File: src/rtl/ca_enc_pkg.sv
package ca_enc_pkg;
  parameter int CID_W      = 3;
  parameter int BG_W       = 3;
  parameter int BA_W       = 2;
  parameter int ROW_W      = 17;
  parameter int COL_W      = 11;
  parameter int CA_W       = 14;
  parameter int OP_W       = 3;
  parameter int CODE_W     = 5;
  parameter int ACT_CODE_W = 2;
  parameter int COL_SKIP   = 3;

  localparam int COL_TX_W  = COL_W - COL_SKIP;
  localparam int ROW_LO_W  = CA_W - (ACT_CODE_W + BG_W + BA_W + CID_W);
  localparam int PAD2_W    = CA_W - COL_TX_W - 1;
  localparam int ZERO_BB_W = BA_W + BG_W;

  typedef enum logic [OP_W-1:0] {
    OP_PRE = 3'd0,
    OP_REF = 3'd1,
    OP_ACT = 3'd2,
    OP_RD  = 3'd3,
    OP_WR  = 3'd4
  } cmd_op_e;

  typedef struct packed {
    logic [OP_W-1:0]  op;
    logic [CID_W:0]   cid;
    logic [BG_W-1:0]  bg;
    logic [BA_W-1:0]  ba;
    logic [ROW_W:0]   row;
    logic [COL_W-1:0] col;
    logic             chop;
  } ca_req_t;
endpackage

File: src/rtl/ca_req_check.sv
module ca_req_check
  import ca_enc_pkg::*;
(
  input  ca_req_t req,
  output logic    req_bad
);
  logic col_op;
  logic known_op;
  logic misaligned;

  always_comb begin
    col_op     = (req.op == OP_RD) || (req.op == OP_WR);
    known_op   = col_op || (req.op == OP_PRE) || (req.op == OP_REF) ||
                 (req.op == OP_ACT);
    misaligned = col_op && (req.col[COL_SKIP-1:0] != '0);
    req_bad    = !known_op || misaligned || (req.chop && !col_op);
  end
endmodule

File: src/rtl/ca_beat_pack.sv
module ca_beat_pack
  import ca_enc_pkg::*;
#(
  parameter logic [ACT_CODE_W-1:0] ACT_CODE   = 2'b00,
  parameter logic [CODE_W-1:0]     PRE_CODE   = 5'b01011,
  parameter logic [CODE_W-1:0]     REF_CODE   = 5'b10011,
  parameter logic [CODE_W-1:0]     RD_CODE    = 5'b11101,
  parameter logic [CODE_W-1:0]     WR_CODE    = 5'b01101,
  parameter bit                    EXT_IS_CID = 1'b0
)(
  input  ca_req_t         req,
  output logic [CA_W-1:0] beat_first,
  output logic [CA_W-1:0] beat_second,
  output logic            two_beat
);
  logic ext_cmd;
  logic ext_act;

  // spare bit: chip-ID extension everywhere, or row extension on activate
  assign ext_cmd = EXT_IS_CID ? req.cid[CID_W] : 1'b0;
  assign ext_act = EXT_IS_CID ? req.cid[CID_W] : req.row[ROW_W];

  always_comb begin
    beat_first  = '0;
    beat_second = '0;
    two_beat    = 1'b0;
    case (req.op)
      OP_PRE: beat_first = {ext_cmd, req.cid[CID_W-1:0], req.ba, req.bg, PRE_CODE};
      OP_REF: beat_first = {ext_cmd, req.cid[CID_W-1:0], {ZERO_BB_W{1'b0}}, REF_CODE};
      OP_ACT: begin
        beat_first  = {req.row[ROW_LO_W-1:0], req.cid[CID_W-1:0], req.ba, req.bg,
                       ACT_CODE};
        beat_second = {ext_act, req.row[ROW_W-1:ROW_LO_W]};
        two_beat    = 1'b1;
      end
      OP_RD, OP_WR: begin
        beat_first  = {req.chop, req.cid[CID_W-1:0], req.ba, req.bg,
                       (req.op == OP_RD) ? RD_CODE : WR_CODE};
        beat_second = {{PAD2_W{1'b0}}, ext_cmd, req.col[COL_W-1:COL_SKIP]};
        two_beat    = 1'b1;
      end
      default: begin
        beat_first  = '0;
        beat_second = '0;
        two_beat    = 1'b0;
      end
    endcase
  end
endmodule

File: src/rtl/ca_beat_seq.sv
module ca_beat_seq
  import ca_enc_pkg::*;
(
  input  logic            clk,
  input  logic            rst_n,
  input  logic            req_valid,
  input  logic            req_bad,
  input  logic [CA_W-1:0] beat_first,
  input  logic [CA_W-1:0] beat_second,
  input  logic            two_beat,
  output logic            req_ready,
  output logic [CA_W-1:0] ca_q,
  output logic            cs_q,
  output logic            err_q
);
  typedef enum logic {S_IDLE, S_TAIL} seq_state_e;

  seq_state_e      state_q, state_n;
  logic [CA_W-1:0] tail_q;
  logic [CA_W-1:0] ca_n;
  logic            cs_n, err_n, tail_en, accept;

  assign req_ready = (state_q == S_IDLE);
  assign accept    = req_valid && req_ready;
  assign tail_en   = accept && !req_bad && two_beat;

  always_comb begin
    state_n = S_IDLE;
    ca_n    = '0;
    cs_n    = 1'b0;
    err_n   = 1'b0;
    if (state_q == S_TAIL) begin
      ca_n = tail_q;
    end else if (accept) begin
      if (req_bad) begin
        err_n = 1'b1;
      end else begin
        ca_n = beat_first;
        cs_n = 1'b1;
        if (two_beat) state_n = S_TAIL;
      end
    end
  end

  always_ff @(posedge clk or negedge rst_n) begin
    if (!rst_n) begin
      state_q <= S_IDLE;
      ca_q    <= '0;
      cs_q    <= 1'b0;
      err_q   <= 1'b0;
    end else begin
      state_q <= state_n;
      ca_q    <= ca_n;
      cs_q    <= cs_n;
      err_q   <= err_n;
    end
  end

  always_ff @(posedge clk or negedge rst_n) begin
    if (!rst_n) begin
      tail_q <= '0;
    end else if (tail_en) begin
      tail_q <= beat_second;
    end
  end
endmodule

File: src/rtl/ca_cmd_encoder.sv
module ca_cmd_encoder
  import ca_enc_pkg::*;
#(
  parameter logic [ACT_CODE_W-1:0] ACT_CODE   = 2'b00,
  parameter logic [CODE_W-1:0]     PRE_CODE   = 5'b01011,
  parameter logic [CODE_W-1:0]     REF_CODE   = 5'b10011,
  parameter logic [CODE_W-1:0]     RD_CODE    = 5'b11101,
  parameter logic [CODE_W-1:0]     WR_CODE    = 5'b01101,
  parameter bit                    EXT_IS_CID = 1'b0
)(
  input  logic             clk,
  input  logic             rst_n,
  input  logic             req_valid,
  output logic             req_ready,
  input  logic [OP_W-1:0]  req_op,
  input  logic [CID_W:0]   req_cid,
  input  logic [BG_W-1:0]  req_bg,
  input  logic [BA_W-1:0]  req_ba,
  input  logic [ROW_W:0]   req_row,
  input  logic [COL_W-1:0] req_col,
  input  logic             req_chop,
  output logic [CA_W-1:0]  ca_bus,
  output logic             ca_cs,
  output logic             req_err
);
  logic [1:0]      rst_sync_q;
  logic            rst_int_n;
  ca_req_t         req;
  logic            req_bad;
  logic [CA_W-1:0] beat_first, beat_second;
  logic            two_beat;

  // asynchronous assertion, synchronous release
  always_ff @(posedge clk or negedge rst_n) begin
    if (!rst_n) rst_sync_q <= 2'b00;
    else        rst_sync_q <= {rst_sync_q[0], 1'b1};
  end
  assign rst_int_n = rst_sync_q[1];

  assign req = '{op: req_op, cid: req_cid, bg: req_bg, ba: req_ba,
                 row: req_row, col: req_col, chop: req_chop};

  ca_req_check u_check (
    .req     (req),
    .req_bad (req_bad)
  );

  ca_beat_pack #(
    .ACT_CODE   (ACT_CODE),
    .PRE_CODE   (PRE_CODE),
    .REF_CODE   (REF_CODE),
    .RD_CODE    (RD_CODE),
    .WR_CODE    (WR_CODE),
    .EXT_IS_CID (EXT_IS_CID)
  ) u_pack (
    .req         (req),
    .beat_first  (beat_first),
    .beat_second (beat_second),
    .two_beat    (two_beat)
  );

  ca_beat_seq u_seq (
    .clk         (clk),
    .rst_n       (rst_int_n),
    .req_valid   (req_valid),
    .req_bad     (req_bad),
    .beat_first  (beat_first),
    .beat_second (beat_second),
    .two_beat    (two_beat),
    .req_ready   (req_ready),
    .ca_q        (ca_bus),
    .cs_q        (ca_cs),
    .err_q       (req_err)
  );
endmodule

File: config.mk
export PLATFORM = sky130hd
export DESIGN_NAME = ca_cmd_encoder
export DESIGN_NICKNAME = d
export VERILOG_FILES = /design/src/rtl/ca_enc_pkg.sv /design/src/rtl/ca_req_check.sv /design/src/rtl/ca_beat_pack.sv /design/src/rtl/ca_beat_seq.sv /design/src/rtl/ca_cmd_encoder.sv
export SDC_FILE = /design/constraint.sdc
export NUM_CORES = 1
export LEC_CHECK = 0
export BUFFER_PORTS_ARGS = -buffer_cell sky130_fd_sc_hd__buf_2
export CAP_MARGIN = 10
export CORE_ASPECT_RATIO = 1.75
export CORE_MARGIN = 2
export CORE_UTILIZATION = 51
export CTS_BUF_LIST = sky130_fd_sc_hd__clkbuf_8
export CTS_CLUSTER_DIAMETER = 150
export DETAILED_ROUTE_END_ITERATION = 16
export PLACE_DENSITY = 0.84
export SYNTH_ARGS = -nofsm -noshare
export SYNTH_HDL_FRONTEND = slang
export SYNTH_SLANG_ARGS = --single-unit
File: constraint.sdc
create_clock -name clk -period 1.2 [get_ports clk]
set_input_delay 0.06 -clock clk [delete_from_list [all_inputs] [get_ports clk]]
set_output_delay 0.06 -clock clk [all_outputs]
set_load 0.1 [all_outputs]
# ---- Yosys cells after proc, flatten, opt, wreduce, memory -nomap -nowiden
# Index checks and enable logic that the tools add are counted.
dict set report totals {
  regBits 33
  latch_bits 0
  ram_bits 0
  romBits 0
  in_bits 45
  output_inout_bits 17
  elab_cells 46
  memories 0
}
dict set report op_classes {
  addsub 0
  multipliers 0
  div 0
  magnitude_cmp 0
  n_eq_ne 4
  shift 0
  mux 17
  bitwise_logic 1
  reduce_logical 18
}
# op n
set op_table {}
lappend op_table {{14-bit one-hot mux with 4 select lines} 1}
lappend op_table {{14-bit 2-to-1 mux} 3}
lappend op_table {{14-bit one-hot mux with 2 select lines} 1}
lappend op_table {{1-bit 2-to-1 mux} 11}
lappend op_table {{3-bit by 2-bit equality test with 1-bit output (second input constant)} 2}
lappend op_table {{1-bit logical OR} 6}
lappend op_table {{1-bit logical AND} 5}
lappend op_table {{5-bit 2-to-1 mux} 1}
lappend op_table {{3-bit by 1-bit equality test with 1-bit output (second input constant)} 1}
lappend op_table {{3-bit equality test (second input constant)} 1}
lappend op_table {{1-bit logical NOT} 3}
lappend op_table {{3-bit logical NOT} 1}
lappend op_table {{3-bit nonzero test} 1}
lappend op_table {{3-bit OR reduction} 1}
lappend op_table {{2-bit OR reduction} 1}
lappend op_table {{1-bit inverter} 1}

# ---- Logic depth before layout (Yosys ltp)
# Gate-level depths: netlist (run 1).
dict set report logic_depth {
  ltp_word 11
  mapped_depth 7
  mapped_depth_nobuf 5
}

# ---- Hierarchy
# A second synthesis (run 1) with hierarchy kept.
dict set report hier_totals {
  hier_cells 171
  hier_area_um2 1886.8
}
# mod instances cells_each area_per_inst_um2 seq_area_each_um2
set by_module_without_submodules {}
lappend by_module_without_submodules {ca_beat_seq 1 98 1257.5 775.7}
lappend by_module_without_submodules {ca_beat_pack 1 64 528.0 0.0}
lappend by_module_without_submodules {ca_cmd_encoder 1 3 53.8 50.0}
lappend by_module_without_submodules {ca_req_check 1 6 47.5 0.0}

# ---- Least setup slack after synthesis (run 1)
# Ideal clock, no wire load.
dict set report synth_path {
  path_kind {register to register}
  from {register u_seq.state_q}
  to {register u_seq.tail_q[5]}
  setup_time_ns 0.125
  arrival_time_ns 2.046
  required_ns 1.075
  slack_ns -0.972
  stages_incl_launch_ff 6
  n_path_buf 1
  synth_period_minus_slack_ns 2.172
  path_cell_list {dfrtp_1 > clkinv_1 > nand2_1 > o32ai_4 > buf_6 > mux2_4}
}
dict set report synth_between {
  elab_chain_cells 4
}
# element line
set synth_lines {}
lappend synth_lines {{start, declared} ca_beat_seq.sv:18} ;# seq_state_e state_q, state_n;
lappend synth_lines {{start signal, assigned} ca_beat_seq.sv:52} ;# state_q <= state_n;
lappend synth_lines {{1-bit inverter} ca_beat_seq.sv:23} ;# assign req_ready = (state_q == S_IDLE);
lappend synth_lines {{net req_ready} ca_cmd_encoder.sv:14} ;# output logic req_ready,
lappend synth_lines {{1-bit logical AND} ca_beat_seq.sv:24} ;# assign accept = req_valid && req_ready;
lappend synth_lines {{1-bit logical AND (2 in series)} ca_beat_seq.sv:25} ;# assign tail_en = accept && !req_bad && two_beat;
lappend synth_lines {{end signal, assigned} ca_beat_seq.sv:63} ;# tail_q <= beat_second;
lappend synth_lines {{end, declared} ca_beat_seq.sv:19} ;# logic [CA_W-1:0] tail_q;
# The timed path passes the listed nets, and every way through them passes these cells.
# A chain may end at the register's enable or synchronous reset.

# ---- Worst setup path in the final report (run 1)
dict set report layout_path {
  from {register u_seq.state_q}
  to {register u_seq.ca_q[13]}
}
dict set report layout_between {
  elab_chain_cells 4
}
# element line
set layout_lines {}
lappend layout_lines {{1-bit inverter} ca_beat_seq.sv:23}
lappend layout_lines {{1-bit logical AND} ca_beat_seq.sv:24}
lappend layout_lines {{14-bit 2-to-1 mux} ca_beat_seq.sv:34} ;# end else if (accept) begin
lappend layout_lines {{14-bit 2-to-1 mux *} ca_beat_seq.sv:32} ;# if (state_q == S_TAIL) begin
lappend layout_lines {{net u_seq.ca_n[13]} ca_beat_seq.sv:20} ;# logic [CA_W-1:0] ca_n;
lappend layout_lines {{end signal, assigned} ca_beat_seq.sv:53} ;# ca_q <= ca_n;
lappend layout_lines {{end, declared} ca_beat_seq.sv:12} ;# output logic [CA_W-1:0] ca_q,
# The timed path passes the listed nets; every way through them passes the cells marked *.

==> metrics.txt, run 1 <==
total CTS buffers 5; Root Buffer Master clkbuf_8; die width 47.2 um; Layout fillers 208; drt via density 5.41; site row count 27; CP max-delay cell dfrtp_2; Setup TNS -5850 ps; area taken by multi-input logic gates about 830 um2; CTS tree yes; largest cells by area after synthesis dfrtp_1 (50%), a22o_1 (5.8%), mux2i_1 (5.4%), nand2_1 (4.1%), mux2_2 (4.1%); YS warnings 0; failing checks setup timing; # DRC 0; PortBufs 60; most numerous cell in the Yosys netlist dfrtp_1; Fmax achieved a little under 700 MHz; nets@finish approximately 290; final period utilization 121%; Clk pin slew, worst setup/hold paths around 60 ps; H-tree depth 2; Max Fanout on Critical Path 8; Yosys cell types 35; HP Start req_row[14]; Iter 0 DRT Violations 37; max capacitance violation total 0; global-route wire length before repair 6890 um; vias in the first global route approximately 1,600; P&R area growth vs syn 46.1%; Max Root-Sink Buffers 2; R2R Path Start u_seq.state_q; Die ar. 3750 um2; fraction of layout instances using a drive strength above 1 54.6%; register area 827 um2; Hold Path Class input pin to register; status finished, violations left; average wire per standard cell 15.8 um; reg2reg path depth 7; Critical Path RT 1360 ps; critical path capture point type register; Crit path largest cell delay 430 ps; Leakage Power 0.00120 uW; Final HPWL DP about 3100 um; most common flop cell mapped by yosys dfrtp_1; clock latency on the worst-skew pair about 290 ps; GRT Resource Usage Total 26.6%; Startpoint Class register; largest net degree at the start of global routing 32; core area 3140 um2; PwrDens between 1000 and 1500 nW/um2; #FFs+latches synth 33; DRT Pass-1 Iters 4; post-route ant nets 0; global placer's final weighted congestion 0.949; Final Skew 4.13 ps; Mean Syn Cell Area around 11 um2; EDFF count, synth 0; count of pins over their slew limit 0; initial antenna violation count 0; area share of the leading cell type in the synthesized netlist 49.7%; Mapped Area 1660 um2; vias post-DR between 1,500 and 2,000; unrepaired setup endpoints after global routing true; fraction of registers with async set/reset 100%; CP Class register to register; IO Pins 62; crit-path cells nor2b_4, buf_4, buf_4, and2_4, a21oi_4, buf_12, o22ai_4; part of the Yosys area used for sequential elements between 40 and 50%; PnR worst setup slack -249 ps; die height between 70 and 80 um; Initial Util between 50% and 60%; area leader, netlist dfrtp_1; Synth Instances 150; cell mode on critical path buf_4; TritonCTS Sinks 33; Diodes inserted 0; Commonest cells post-synth dfrtp_1 (33), nand2_1 (18), a22o_1 (11), a21oi_1 (9), mux2i_1 (9); worst vdd ir 1.24 mV; post-layout min period 1450 ps; Final Power roughly 2800 uW; post-synth net total 195; Post-Route WL between 4000 and 5000 um; total grt overflow 0; critical path arrival 1610 ps; crit path launch u_seq.state_q; endpoints failing setup 28; Final Hold Violating Endpoints 0; hold path depth 3
layout make-up:
type	instances	share of cell area, %
clock buffer	5	2.83
timing repair buffer	93	25.1
clock inverter	1	0.206
inverter	8	1.44
sequential	33	34.0
multi-input combinational	100	34.2
tap	43	2.21
kinds of logic after synthesis:
| kind of cell | after synthesis | synth area share, % |
|---|---|---|
| buf+inv | 17 | 5.79 |
| compound gates | 45 | 20.2 |
| mux | 18 | 12.2 |
| other cells | 1 | 0.226 |
| simple gates | 36 | 11.9 |
| flops | 33 | 49.7 |
cells in the final DEF (no fill, tap or decap), drive strengths merged:
cell          n
or4b          1
dfrtp        33
a32oi         1
mux2i         9
nand2b        4
conb          1
a21oi        11
o32ai         1
mux2          9
nor2          5
o21ai         8
inv           7
buf          92
clkinv        2
dlygate4sd3   1
a211oi        2
o22a          2
nand2        18
o21bai        1
nor3b         3
nor2b         2
and2          2
a32o          1
a31oi         1
clkbuf        5
nor3          1
o22ai         6
a22o         11
metal layers:
layer	vias up	track usage [%]	share of wire, %
li1	712	-	-
met1	735	27.5	36
met2	68	45.2	55
met3	17	6.56	5.3
met4	0	15.8	3.9
met5	-	0	0
state kept, by name, summed over array words and instances, names as in the netlist:
signal         cells
u_seq.tail_q      14
u_seq.state_q      1
u_seq.ca_q        14
u_seq.err_q        1
u_seq.cs_q         1
rst_sync_q         2
through the flow:
stage	instances	setup slack (ps)	instance area (um2)	utilization, %	hold WS (ps)
after global placement	272	-223	2220	70.5	-155
after global routing	283	-296	2430	77.3	24.8
final	283	-249	2430	77.3	5.31
after detailed placement	272	-279	2220	70.5	-155
after CTS	282	-234	2380	75.8	3.56
after floorplan	150	-420	1680	-	-236
final timing paths:
path	end	slack (ps)
worst max-delay path	u_seq.ca_q[13]	-250
worst min-delay path	u_seq.tail_q[10]	5
worst max register to register	u_seq.ca_q[13]	-250
worst min register to register	u_seq.ca_q[0]	270
max in group asynchronous	u_seq.state_q	630
min in group asynchronous	rst_sync_q[0]	110
worst max-delay path: cells and delay by family (launching register included):
kind | cells | cell delay (ps)
buf+inv | 3 | 410
flops | 1 | 430
compound gates | 2 | 270
simple gates | 2 | 200
report_power, final:
group          total [uW]  switching [uW]  internal [uW]
registers            1280            49.1           1230
logic                 724             434            290
clock network         753             373            380
total                2760             855           1900
repair_timing:
action / CTS / global route
resized for setup: 16 / 9
buffers inserted: 3 / 1
hold buffers: 1 / 0
pin swaps: 9 / 5
setup endpoints to repair: 27 / 28
hold endpoints to repair: 2 / 0
Note: power is estimated with default switching activity, not from simulation.
==> inputs of run 2 (changes only) <==
Settings changed: SKIP_CTS_REPAIR_TIMING set to 1.
==> metrics.txt, run 2 (synthesis gave the netlist of run 1 again) <==
status finished, violations left (unchanged); failing checks setup timing (unchanged); Regs by FF count u_seq.ca_q (14), u_seq.tail_q (14), rst_sync_q (2) (unchanged); total CTS buffers 5 (unchanged); site row count 27 (unchanged); Iter 0 DRT Violations 34 (was 37); # DRC 0 (unchanged); vias in the first global route 1,483 (was 1,568); GRT Resource Usage Total 24.2% (was 26.6%); fraction of layout instances using a drive strength above 1 53.2% (was 54.6%); worst vdd ir 1.23 mV (was 1.24 mV); Leakage Power 0.00119 uW (was 0.00120 uW); most common cell after layout, fill and taps aside buf_2 (unchanged); TritonCTS Sinks 33 (unchanged); Fmax achieved 661 MHz (was 690 MHz); post-layout min period 1510 ps (was 1450 ps); drt via density 5.38 (was 5.41); post-route ant nets 0 (unchanged); crit-path cells clkinv_4, nand2_4, o32ai_4, clkbuf_16, mux2_4 (was nor2b_4, buf_4, buf_4, and2_4, a21oi_4, buf_12, o22ai_4); register area 827 um2 (unchanged); reg2reg path depth 5 (was 7); Setup WS pre-CTS -279 ps (unchanged); CTS tree yes (unchanged); Final Power 2750 uW (was 2760 uW); Max Fanout on Critical Path 5 (was 8); vias post-DR 1,506 (was 1,532); critical path arrival 1690 ps (was 1610 ps); global placer's final weighted congestion 0.949 (unchanged); Layout fillers 210 (was 208); Core Util, Final 76.5% (was 77.3%); Post-DP Area 2220 um2 (unchanged); DRT Pass-1 Iters 4 (unchanged); Final Hold Violating Endpoints 0 (unchanged); R2R Setup Slk -310 ps (was -250 ps); Initial Util 52.9% (unchanged); CP max-delay cell dfrtp_2 (unchanged); Post-Route WL 4450 um (was 4460 um); Hold Path Class input pin to register (unchanged); clock latency on the worst-skew pair 290 ps (about the same); total grt overflow 0 (unchanged); largest net degree at the start of global routing 32 (unchanged); Critical Path RT 1370 ps (was 1360 ps); average wire per standard cell 15.9 um (was 15.8 um); Final HPWL DP 3120 um (unchanged); unrepaired setup endpoints after global routing true (unchanged); Diodes inserted 0 (unchanged); max capacitance violation total 0 (unchanged); P&R area growth vs syn 44.5% (was 46.1%); core area 3140 um2 (unchanged); most frequent cells in the layout buf_2 (59), dfrtp_1 (32), buf_4 (25) (was buf_2 (59), dfrtp_1 (32), buf_4 (26)); Final Skew 1.84 ps (was 4.13 ps); global-route wire length before repair 6330 um (was 6890 um); Root Buffer Master clkbuf_8 (unchanged); R2R Path End u_seq.tail_q[6] (was u_seq.ca_q[13]); PnR worst setup slack -313 ps (was -249 ps); hold path depth 3 (unchanged); nets@finish 283 (was 286); die height 79.5 um (unchanged); area taken by multi-input logic gates 820 um2 (was 831 um2); hold endpoint u_seq.tail_q[10] (unchanged); count of pins over their slew limit 0 (unchanged); fin area 2400 um2 (was 2430 um2); endpoints failing setup 22 (was 28); Clk pin slew, worst setup/hold paths 60 ps (about the same); die width 47.2 um (unchanged); IO Pins 62 (unchanged); Startpoint Class register (unchanged); Setup TNS -3790 ps (was -5850 ps); CP Class register to register (unchanged); final period utilization 126% (was 121%); PortBufs 60 (unchanged); critical path capture point type register (unchanged); Max Root-Sink Buffers 2 (unchanged); H-tree depth 2 (unchanged); Crit path largest cell delay 450 ps (was 430 ps); PwrDens 1140 nW/um2 (was 1130 nW/um2); R2R Path Start u_seq.state_q (unchanged); HP Start req_row[14] (unchanged); Die ar. 3750 um2 (unchanged); initial antenna violation count 0 (unchanged)
## run 2: cell count changes in the layout (fill, tap and decap cells not counted), sizes merged
cell,delta
buf,-4
clkbuf,+1
## run 2: per-layer routing
layer | routed length [um] | vias to the layer above | global-route usage (%) | part of all wire (%)
li1 | - | 705 | - | -
met1 | 1650 | 721 | 25.1 | 37
met2 | 2420 | 65 | 40.3 | 54
met3 | 218 | 15 | 5.66 | 4.9
met4 | 155 | 0 | 16.1 | 3.5
met5 | 0 | - | 0 | 0
## run 2: report_power, final
part / switching (uW) / internal (uW) / total [uW]
combinational: 421 / 298 / 719
sequential: 51.5 / 1230 / 1280
clock: 365 / 380 / 745
## run 2: worst max-delay path: cells and delay by family (launching register included)
| kind | cells | cell delay [ps] |
|---|---|---|
| flops | 1 | 450 |
| compound gates | 1 | 310 |
| buf+inv | 2 | 290 |
| mux | 1 | 290 |
| simple gates | 1 | 50 |
## run 2: worst max-delay path by stage
stage | start | to | slack [ps]
2_1_floorplan | u_seq.state_q | u_seq.tail_q[5] | -420
6_report | u_seq.state_q | u_seq.tail_q[6] | -310
3_3_place_gp | u_seq.state_q | u_seq.tail_q[0] | -220
4_1_cts | u_seq.state_q | u_seq.tail_q[2] | -300
3_5_place_dp | u_seq.state_q | u_seq.tail_q[4] | -280
5_1_grt | u_seq.state_q | u_seq.tail_q[6] | -370
## run 2: metrics by stage
stage               hold slack [ps]  std cells
floorplan                      -236        150
global placement               -155        272
detailed placement             -155        272
CTS                            -465        278
global route                   24.9        280
finish                         8.58        280
## run 2: area by class of cell
class / count / share of cell area (%)
clock buffer: 5 / 2.86
clock inverter: 1 / 0.208
inverter: 8 / 1.46
multi-input combinational: 100 / 34.1
sequential: 33 / 34.4
tap: 43 / 2.24
timing repair buffer: 90 / 24.7
